[src/rtl/sc_pkg.sv]
package sc_pkg;
  localparam int OPC_W  = 6;
  localparam int NOPC   = 1 << OPC_W;
  localparam int REG_AW = 5;
  localparam int CTRL_W = 7;

  // control word bit positions
  localparam int CB_SUP = 0;
  localparam int CB_M2R = 1;
  localparam int CB_MW  = 2;
  localparam int CB_IMM = 3;
  localparam int CB_RD  = 4;
  localparam int CB_RW  = 5;
  localparam int CB_BR  = 6;

  typedef logic [CTRL_W-1:0] ctrl_t;

  typedef enum logic [4:0] {
    OP_SLL, OP_SRL, OP_SRA, OP_SLLV, OP_SRLV, OP_SRAV,
    OP_ADD, OP_ADDU, OP_SUB, OP_SUBU,
    OP_AND, OP_OR, OP_XOR, OP_NOR, OP_SLT, OP_SLTU
  } alu_op_e;

  typedef enum logic [1:0] {
    TC_NONE  = 2'd0,
    TC_UNSUP = 2'd1,
    TC_OVF   = 2'd2
  } cause_e;

  function automatic ctrl_t ctrl_for(logic [OPC_W-1:0] opc);
    ctrl_t c;
    c = '0;
    case (opc)
      6'd0: begin
        c[CB_SUP] = 1'b1;
        c[CB_RD]  = 1'b1;
        c[CB_RW]  = 1'b1;
      end
      6'd8, 6'd9, 6'd10, 6'd11: begin
        c[CB_SUP] = 1'b1;
        c[CB_IMM] = 1'b1;
        c[CB_RW]  = 1'b1;
      end
      default: c = '0;
    endcase
    return c;
  endfunction
endpackage

[src/rtl/sc_decode.sv]
module sc_decode
  import sc_pkg::*;
#(
  parameter int XLEN = 32
) (
  input  logic [XLEN-1:0] instr,
  output ctrl_t           ctrl,
  output alu_op_e         op,
  output logic            illegal
);
  logic [OPC_W-1:0] opc;
  logic [5:0]       fn;
  ctrl_t            rom [NOPC];
  logic             fn_ok;

  assign opc = instr[31:26];
  assign fn  = instr[5:0];

  for (genvar g = 0; g < NOPC; g++) begin : g_rom
    assign rom[g] = ctrl_for(OPC_W'(g));
  end

  assign ctrl = rom[opc];

  always_comb begin
    op    = OP_ADDU;
    fn_ok = 1'b1;
    if (opc == '0) begin
      case (fn)
        6'd0:  op = OP_SLL;
        6'd2:  op = OP_SRL;
        6'd3:  op = OP_SRA;
        6'd4:  op = OP_SLLV;
        6'd6:  op = OP_SRLV;
        6'd7:  op = OP_SRAV;
        6'd32: op = OP_ADD;
        6'd33: op = OP_ADDU;
        6'd34: op = OP_SUB;
        6'd35: op = OP_SUBU;
        6'd36: op = OP_AND;
        6'd37: op = OP_OR;
        6'd38: op = OP_XOR;
        6'd39: op = OP_NOR;
        6'd42: op = OP_SLT;
        6'd43: op = OP_SLTU;
        default: fn_ok = 1'b0;
      endcase
    end else begin
      case (opc)
        6'd8:    op = OP_ADD;
        6'd9:    op = OP_ADDU;
        6'd10:   op = OP_SLT;
        6'd11:   op = OP_SLTU;
        default: op = OP_ADDU;
      endcase
    end
  end

  // flags for datapath pieces this core lacks are treated as undefined
  assign illegal = !ctrl[CB_SUP] || !fn_ok ||
                   ctrl[CB_M2R] || ctrl[CB_MW] || ctrl[CB_BR];
endmodule

[src/rtl/sc_alu.sv]
module sc_alu
  import sc_pkg::*;
#(
  parameter int XLEN = 32,
  localparam int SHW = $clog2(XLEN)
) (
  input  alu_op_e         op,
  input  logic [XLEN-1:0] a,
  input  logic [XLEN-1:0] b,
  input  logic [SHW-1:0]  shamt,
  output logic [XLEN-1:0] y,
  output logic            ovf
);
  logic [XLEN:0] sum, dif;
  logic [SHW-1:0] vsh;

  assign sum = {a[XLEN-1], a} + {b[XLEN-1], b};
  assign dif = {a[XLEN-1], a} - {b[XLEN-1], b};
  assign vsh = a[SHW-1:0];

  always_comb begin
    ovf = 1'b0;
    case (op)
      OP_SLL:  y = b << shamt;
      OP_SRL:  y = b >> shamt;
      OP_SRA:  y = $unsigned($signed(b) >>> shamt);
      OP_SLLV: y = b << vsh;
      OP_SRLV: y = b >> vsh;
      OP_SRAV: y = $unsigned($signed(b) >>> vsh);
      OP_ADD:  begin y = sum[XLEN-1:0]; ovf = sum[XLEN] ^ sum[XLEN-1]; end
      OP_ADDU: y = sum[XLEN-1:0];
      OP_SUB:  begin y = dif[XLEN-1:0]; ovf = dif[XLEN] ^ dif[XLEN-1]; end
      OP_SUBU: y = dif[XLEN-1:0];
      OP_AND:  y = a & b;
      OP_OR:   y = a | b;
      OP_XOR:  y = a ^ b;
      OP_NOR:  y = ~(a | b);
      OP_SLT:  y = {{(XLEN-1){1'b0}}, $signed(a) < $signed(b)};
      OP_SLTU: y = {{(XLEN-1){1'b0}}, a < b};
      default: y = '0;
    endcase
  end
endmodule

[src/rtl/sc_regfile.sv]
module sc_regfile #(
  parameter int XLEN  = 32,
  parameter int DEPTH = 32,
  localparam int AW   = $clog2(DEPTH)
) (
  input  logic            clk,
  input  logic            we,
  input  logic [AW-1:0]   waddr,
  input  logic [XLEN-1:0] wdata,
  input  logic [AW-1:0]   raddr_a,
  output logic [XLEN-1:0] rdata_a,
  input  logic [AW-1:0]   raddr_b,
  output logic [XLEN-1:0] rdata_b
);
  logic [XLEN-1:0] mem [DEPTH];

  always_ff @(posedge clk) begin
    if (we) mem[waddr] <= wdata;
  end

  assign rdata_a = (raddr_a == '0) ? '0 : mem[raddr_a];
  assign rdata_b = (raddr_b == '0) ? '0 : mem[raddr_b];
endmodule

[src/rtl/sc_core.sv]
module sc_core
  import sc_pkg::*;
#(
  parameter int XLEN = 32,
  parameter int PC_W = 32
) (
  input  logic              clk,
  input  logic              rst,
  output logic [PC_W-1:0]   imem_addr,
  input  logic [XLEN-1:0]   imem_rdata,
  output logic              wb_valid,
  output logic [REG_AW-1:0] wb_idx,
  output logic [XLEN-1:0]   wb_data,
  output logic              trap,
  output logic [1:0]        trap_cause
);
  localparam int NREG    = 1 << REG_AW;
  localparam int PC_STEP = XLEN / 8;

  logic [PC_W-1:0]   pc_q;
  logic              trap_q;
  cause_e            cause_q;

  ctrl_t             ctrl;
  alu_op_e           op;
  logic              dec_illegal;
  logic [REG_AW-1:0] rs, rt, rd, dest;
  logic [XLEN-1:0]   rs_val, rt_val, imm_x, opnd_b, alu_y;
  logic              alu_ovf, fault, wr_en;

  assign rs    = imem_rdata[25:21];
  assign rt    = imem_rdata[20:16];
  assign rd    = imem_rdata[15:11];
  assign imm_x = {{(XLEN-16){imem_rdata[15]}}, imem_rdata[15:0]};

  sc_decode #(.XLEN(XLEN)) u_dec (
    .instr(imem_rdata), .ctrl(ctrl), .op(op), .illegal(dec_illegal)
  );

  sc_regfile #(.XLEN(XLEN), .DEPTH(NREG)) u_rf (
    .clk(clk), .we(wr_en), .waddr(dest), .wdata(alu_y),
    .raddr_a(rs), .rdata_a(rs_val), .raddr_b(rt), .rdata_b(rt_val)
  );

  assign opnd_b = ctrl[CB_IMM] ? imm_x : rt_val;
  assign dest   = ctrl[CB_RD] ? rd : rt;

  sc_alu #(.XLEN(XLEN)) u_alu (
    .op(op), .a(rs_val), .b(opnd_b), .shamt(imem_rdata[10:6]),
    .y(alu_y), .ovf(alu_ovf)
  );

  assign fault = dec_illegal || alu_ovf;
  assign wr_en = !rst && !trap_q && !fault && ctrl[CB_RW] && (dest != '0);

  always_ff @(posedge clk) begin
    if (rst) begin
      pc_q     <= '0;
      trap_q   <= 1'b0;
      cause_q  <= TC_NONE;
      wb_valid <= 1'b0;
      wb_idx   <= '0;
      wb_data  <= '0;
    end else if (trap_q) begin
      wb_valid <= 1'b0;
    end else if (fault) begin
      trap_q   <= 1'b1;
      cause_q  <= dec_illegal ? TC_UNSUP : TC_OVF;
      wb_valid <= 1'b0;
    end else begin
      pc_q     <= pc_q + PC_W'(PC_STEP);
      wb_valid <= wr_en;
      wb_idx   <= dest;
      wb_data  <= alu_y;
    end
  end

  assign imem_addr  = pc_q;
  assign trap       = trap_q;
  assign trap_cause = cause_q;

  p_pc_step_r2: assert property (@(posedge clk) disable iff (rst)
    (!trap_q && !fault) |=> (pc_q == $past(pc_q) + PC_W'(PC_STEP)));

  p_no_zero_wb_r6: assert property (@(posedge clk) disable iff (rst)
    wb_valid |-> (wb_idx != '0));

  p_unsup_trap_r7: assert property (@(posedge clk) disable iff (rst)
    (!trap_q && dec_illegal) |=> (trap_q && cause_q == TC_UNSUP && !wb_valid));

  p_ovf_trap_r8: assert property (@(posedge clk) disable iff (rst)
    (!trap_q && !dec_illegal && alu_ovf) |=> (trap_q && cause_q == TC_OVF && !wb_valid));

  p_sticky_r9: assert property (@(posedge clk) disable iff (rst)
    trap_q |=> (trap_q && $stable(pc_q) && $stable(cause_q) && !wb_valid));
endmodule

[config.mk]
export PLATFORM = sky130hd
export DESIGN_NAME = sc_core
export DESIGN_NICKNAME = d
export VERILOG_FILES = /design/src/rtl/sc_pkg.sv /design/src/rtl/sc_decode.sv /design/src/rtl/sc_alu.sv /design/src/rtl/sc_regfile.sv /design/src/rtl/sc_core.sv
export SDC_FILE = /design/constraint.sdc
export NUM_CORES = 2
export LEC_CHECK = 0
export BUFFER_PORTS_ARGS = -buffer_cell sky130_fd_sc_hd__buf_4
export CORE_MARGIN = 3
export CORE_UTILIZATION = 55
export DETAILED_ROUTE_END_ITERATION = 8
export GPL_TIMING_DRIVEN = 1
export PLACE_DENSITY_LB_ADDON = 0.2
export SLEW_MARGIN = 0
export SYNTH_ARGS = -nofsm -noshare
export SYNTH_HDL_FRONTEND = slang
export SYNTH_SLANG_ARGS = --single-unit
[constraint.sdc]
create_clock -name clk -period 10.5 [get_ports clk]
set_input_delay 0.525 -clock clk [delete_from_list [all_inputs] [get_ports clk]]
set_output_delay 0.525 -clock clk [all_outputs]
set_load 0.05 [all_outputs]
Word level (Yosys, flattened, before mapping). Memories as Yosys holds them, arrays and structs flattened. Index checks and enable logic that the tools add are counted. Widths: inputs -> output; s select.

Flip-flop bits (word level): 73. Bits in writable memories: 1024. Bits in read-only memories: 448. Bits of input ports: 34. Output and inout port bits: 73. Memories: 2.

Memories: u_rf.mem (depth 32, width 32, read ports 2, clocked after memory_dff 0, write ports 1, line sc_regfile.sv:15) `logic [XLEN-1:0] mem [DEPTH];`; (no name shown) (depth 64, width 7, read ports 1, clocked after memory_dff 0, write ports 0, line sc_decode.sv:23) `assign ctrl = rom[opc];`.

Add/sub/neg operators: 3. $lt $le $gt $ge: 3. Eq/ne operators: 33. Shift-type cells: 6. Muxes and demuxes: 18. Bitwise logic cells: 9. Reduce and logical (&&, ||, !) cells: 26.

Operators by type and width (number): $pmux 32 s14 (1); $mux 32 (3); $lt 32x32->1 (2); $shl 32x5->32 (2); $shr 32x5->32 (2); $sshr 32x5->32 (2); $eq 6x6->1 const B (10); $pmux 4 s15 (1); $eq 5x4->1 const B (8); $add 32x32->33 (1); $sub 32x32->33 (1); $add 32x3->32 const B (1); $and 32x32->32 (1); $not 32->32 (1); $or 32x32->32 (1); $xor 32x32->32 (1); $eq 5x3->1 const B (4); $eq 6x3->1 const B (3); $eq 6x4->1 const B (3); $reduce_or 16->1 (1); $logic_not 5->1 (3); $mux 7 (2); $eq 6x2->1 const B (2); $logic_not 6->1 (2); 18 further kinds (40).

Logic depth before layout (Yosys ltp).
Word-level depth: 16. Gate-level depth with buffers: 30. Gate-level depth less buffers: 20.

Modules after synthesis. A second synthesis with hierarchy kept.

Cells, all modules: 4437. Area, all modules: 61305.0 sq um.

Modules (own cells, without submodules): sc_regfile (times used 1, cells each 2400, area an instance 46960.0 sq um, seq. area each 30749.5 sq um); sc_alu (times used 1, cells each 1576, area an instance 10767.8 sq um, seq. area each 0.0 sq um); sc_core (times used 1, cells each 412, area an instance 3250.6 sq um, seq. area each 1421.4 sq um); sc_decode (times used 1, cells each 49, area an instance 326.6 sq um, seq. area each 0.0 sq um).

Worst setup path before layout. No wires, ideal clock.

Path kind: input -> register. Start point: in imem_rdata[21]. End point: mem u_rf.mem[21][0], enable pin. Arrival time: 8.960 ns. Required time: 10.079 ns. Path slack: 1.118 ns. Stages on the path: 26. Cells stage by stage: buf_2 > buf_2 > buf_4 > buf_2 > buf_2 > buf_1 > buf_1 > mux4_2 > mux4_2 > mux2_2 > nand2_1 > inv_1 > ha_1 > clkbuf_1 > nor4_1 > o311ai_0 > nor2_1 > nand2_1 > or4_1 > o311a_1 > a211o_1 > or2_1 > buf_2 > or4b_1 > buf_2 > nor2_1.

Cells in the longest elaborated chain, start to end: 12. Elaborated cells on any way between the ends: 15. Those cells by class: 2 x add/sub; 4 x mux; 2 x bitwise; 6 x reduce/logical; 1 x memory.

Ends and longest elaborated chain: start, declared (line sc_core.sv:10) `input logic [XLEN-1:0] imem_rdata,`; $mem_v2 32x32 / $logic_not 5->1 (equally long branches); $mux 32 * (line sc_regfile.sv:21) `assign rdata_a = (raddr_a == '0) ? '0 : mem[raddr_a];`; $sub 32x32->33 / $add 32x32->33 (equally long branches) (line sc_alu.sv:18, sc_alu.sv:17); $xor 1x1->1 (on tied branches) (line sc_alu.sv:32, sc_alu.sv:30); $pmux 1 s2 * (line sc_alu.sv:23) `case (op)`; $logic_or 1x1->1 * (line sc_core.sv:53) `assign fault = dec_illegal || alu_ovf;`; $logic_not 1->1 * (line sc_core.sv:54) `assign wr_en = !rst && !trap_q && !fault && ctrl[CB_RW] && (dest != '0);`; $logic_and 1x1->1 * (3 in series) (line sc_core.sv:54); $mux 1 * (line sc_regfile.sv:18) `if (we) mem[waddr] <= wdata;`; $mux 1 (implied by the code) * (line sc_regfile.sv:18); end, declared (line sc_regfile.sv:15).

Every way passes the cells marked *; elsewhere a longest branch is shown, timed or not.

Worst setup path in the final report.
Start point: in imem_rdata[18]. End point: reg wb_data[6].

Cells in the longest elaborated chain, start to end: 9. Elaborated cells on any way between the ends: 23. Those cells by class: 2 x add/sub; 6 x shift; 4 x mux; 7 x bitwise; 3 x reduce/logical; 1 x memory.

Ends and longest elaborated chain: $mem_v2 32x32 / $logic_not 5->1 (equally long branches); $mux 32 * (line sc_regfile.sv:22) `assign rdata_b = (raddr_b == '0) ? '0 : mem[raddr_b];`; $mux 32 * (line sc_core.sv:45) `assign opnd_b = ctrl[CB_IMM] ? imm_x : rt_val;`; $sub 32x32->33 / $add 32x32->33 (equally long branches) (line sc_alu.sv:18, sc_alu.sv:17); $xor 1x1->1 (on tied branches) (line sc_alu.sv:32, sc_alu.sv:30); $pmux 1 s2 (line sc_alu.sv:23); $logic_or 1x1->1 (line sc_core.sv:53); $not 1->1 (no source line); $reduce_and 2->1 (no source line); end signal, assigned (line sc_core.sv:74) `wb_data <= alu_y;`; end, declared (line sc_core.sv:13) `output logic [XLEN-1:0] wb_data,`.

Marked as above. A chain may end at the register's enable or synchronous reset.

==> results.tsv <==
stage	metric	value	unit
run_status	status	finished with violations	
run_status	failing checks	capacitance limit, slew limit	
grt	vias in the first global route	45810	
power	Lkg Pwr	23.69	nW
grt	first-pass GRT wire length	358.0	mm
yosys	async set-or-reset flop fraction in the synthesized netlist	0	%
hold_path	hold depth	2	
worst_setup_path	CP Launch Point	imem_rdata[18]	
finish	Final nets	4827	
clock_tree	H-tree Lvls	3	
finish	synth-to-layout area growth	11.70	%
hold_path	worst hold start	rst	
timing	minimum clock period	8867	ps
clock_tree	Inserted Clock Buffers	110	
timing	Least-Margin Pin Slew	1537	ps
power	power per cell area	180.9	nW/um^2
clock_tree	root buf cell	clkbuf_16	
clock_tree	Worst-Skew Late Latency	740	ps
clock_tree	Reg clk slew, reported paths	70	ps
worst_setup_path	crit-path max FO	32	
finish	multi-input logic area	29070	um^2
routing	Final ANT Viol Nets	0	
die	# rows	123	
yosys	sequential area share after synthesis	51.32	%
timing	RSZ-0062 raised after global routing	no	
yosys	warning count from the yosys run	0	
hold_path	Worst Hold Class	primary input to flip-flop	
timing	Rel. slew slack	-3.052	%
grt	initial antenna violation count	14	
timing	maximum clock frequency	112.8	MHz
worst_setup_path	CP Capture Type	flip-flop	
finish	most frequent cells in the layout	edfxtp_1, mux4_2, buf_4	
worst_setup_path	reg2reg start	u_rf.mem[29][2]$_DFFE_PP_	
placement	dpl cell area	66390	um^2
die	# IOs	107	
timing	fin. max-slew vios	2	
clock_tree	clock sink total	1095	
routing	routed via count	48390	
die	die span in y	343.6	um
grt	pin count of the biggest net entering global routing	82	
grt	GRT Max-Usage Layer	met2	
yosys	cells after synthesis	4573	
yosys	synthesis-stage register bit count	1095	
routing	final wirelength	258.3	mm
yosys	Synth Area per Inst	13.71	um^2
clock_tree	clock tree buffer depth	3	
yosys	count of different cell masters after synthesis	96	
routing	vias per cell	7.693	
placement	IO buf count	104	
power	Peak VDD IR	174.7	uV
grt	gr usage total	43.48	%
timing	final hold vios	0	
grt	total grt overflow	0	
grt	met1 GRT Util	55.77	%
worst_setup_path	R2R depth	21	
placement	hpwl dp	177.7	mm
finish	storage element area	32170	um^2
worst_setup_path	startpoint types	primary input	
timing	clk_skew	73.21	ps
power	total power draw	12.67	mW
clock_tree	setup bufs post-CTS	0	
timing	Final TNS setup	0	ps
grt	met2 Track Usage GR	65.02	%
placement	GP Congestion	1.125	
worst_setup_path	Data arrival, critical path	9380	ps
routing	first-pass iteration count of the detailed router	7	
finish	layout cells sized above 1	24.53	%
timing	part of the cycle the worst path needs	84.45	%
yosys	Synth Flop Type	edfxtp_1	
finish	commonest non-fill, non-tap cell in the layout	edfxtp_1	
die	die width	343.6	um
die	Starting Density	55.57	%
timing	Setup violations, final	0	
clock_tree	PostCTS Resize Cnt	0	
worst_setup_path	Worst EP required	11010	ps
job	Max Cap Violations	1	
routing	1st-iter DRT viols	8029	
grt	met3 usage	14.30	%
die	Core Region	112800	um^2
worst_setup_path	crit path kind	primary input to flip-flop	
yosys	Syn Std Cell Area	62690	um^2
clock_tree	hold_buf cts	0	
routing	routed len/inst	41.06	um
yosys	EDFF count, synth	1024	
clock_tree	CTS tree	done	
finish	Layout fillers	8440	
routing	drc violations	0	
worst_setup_path	FF-to-FF setup slack	2300	ps
die	die footprint	118100	um^2
finish	Final Instance Area	70030	um^2
==> critical path, cell delays in order <==
cell and delay (ps):
buf_4 480, nor2_2 100, buf_4 270, a21oi_2 830
o221ai_1 290, or4b_1 730, nand2_1 340, ha_1 370
o21a_1 240, a2111oi_0 430, buf_4 190, or3_1 250
a2111oi_0 140, buf_4 180, nor3_1 390, o21ai_0 270
a31oi_1 310, mux2_2 380, a211o_1 400, buf_4 260
nor2_4 580, o21ai_0 460, a21oi_1 890
==> area by class of cell <==
class / instances / share of cell area (%)
repair buffers: 315 / 4.033
flip-flops and latches: 1095 / 45.94
inverters: 123 / 0.6611
clock inverters: 76 / 1.038
multi-input cells: 3041 / 41.51
diodes: 8 / 0.02859
clock buffers: 132 / 4.109
well taps: 1500 / 2.680
==> report_power, final <==
group	leakage, nW	total, mW	switching (mW)	internal [mW]
clock	1.75	3.93	1.74	2.19
combinational	12.2	3.29	2.42	0.870
sequential	9.79	5.44	0.0237	5.42
total	23.7	12.7	4.19	8.48
==> layer usage <==
| layer | vias up | wire length (um) |
|---|---|---|
| met4 | 14 | 18770 |
| met3 | 917 | 36330 |
| met5 | - | 285 |
| met1 | 24350 | 88010 |
| li1 | 18840 | - |
| met2 | 4267 | 114900 |
==> stage by stage <==
step	utilization [%]	hold WS (ps)	worst slack, ps	instances
2_1_floorplan	-	673.1	1118	4606
3_3_place_gp	58.85	471.9	1597	6072
3_5_place_dp	58.85	479.6	1456	6072
4_1_cts	62.05	252.9	2111	6280
5_1_grt	62.06	292.2	1699	6282
6_report	62.08	287.6	1633	6290
==> cell families after synthesis <==
group                    Yosys count  share of synthesized area [%]
AO/OA/AOI/OAI                    975                          10.73
flip-flops                      1095                          51.32
adder cells (fa/ha/maj)          107                          2.160
multiplexers                     861                          24.28
XOR/XNOR                          34                         0.4750
other                              1                       0.005982
buffers and inverters            470                          3.189
AND/OR/NAND/NOR                 1030                          7.848
==> state kept, by name, indices dropped and copies added, names as in the netlist <==
name        flops
u_rf.mem     1024
wb_data        32
imem_addr      30
wb_idx          5
trap_cause      2
trap            1
wb_valid        1
==> Yosys cell counts, drive strengths merged (17+ instances only) <==
cell type  instances  area share (%)
buf              122             1.1
mux2              62             1.1
nor4              47            0.47
nand2b            27            0.27
a22oi             54            0.65
clkbuf           225             1.3
or3               20            0.20
a21o              26            0.31
o31ai             36            0.43
o21a              20            0.24
ha               105             2.1
and2              29            0.29
xnor2             34            0.48
and3              26            0.26
nor2             304             1.8
o221ai            20            0.28
a211oi            49            0.59
mux4             520              19
dfxtp             71             2.3
nand4             18            0.18
or2               17            0.17
a2111oi           19            0.28
inv              122            0.73
or4               27            0.32
o211ai            35            0.42
nand3             95            0.76
a22o              19            0.27
edfxtp          1024              49
a31oi             35            0.35
nand2            253             1.5
a221oi            27            0.39
o21ai            163             1.3
mux2i            279             4.5
o22ai             70            0.70
nor3             112            0.89
a21oi            208             1.7
nor2b             18            0.18
==> path summary, 6_finish.rpt <==
kind | endpoint
worst min register to register | imem_addr[14]$_SDFFE_PP0P_
worst max-delay path | wb_data[6]$_SDFFE_PP0P_
worst max register to register | wb_data[6]$_SDFFE_PP0P_
worst min-delay path | imem_addr[7]$_SDFFE_PP0P_
Note: power is estimated with default switching activity, not from simulation.
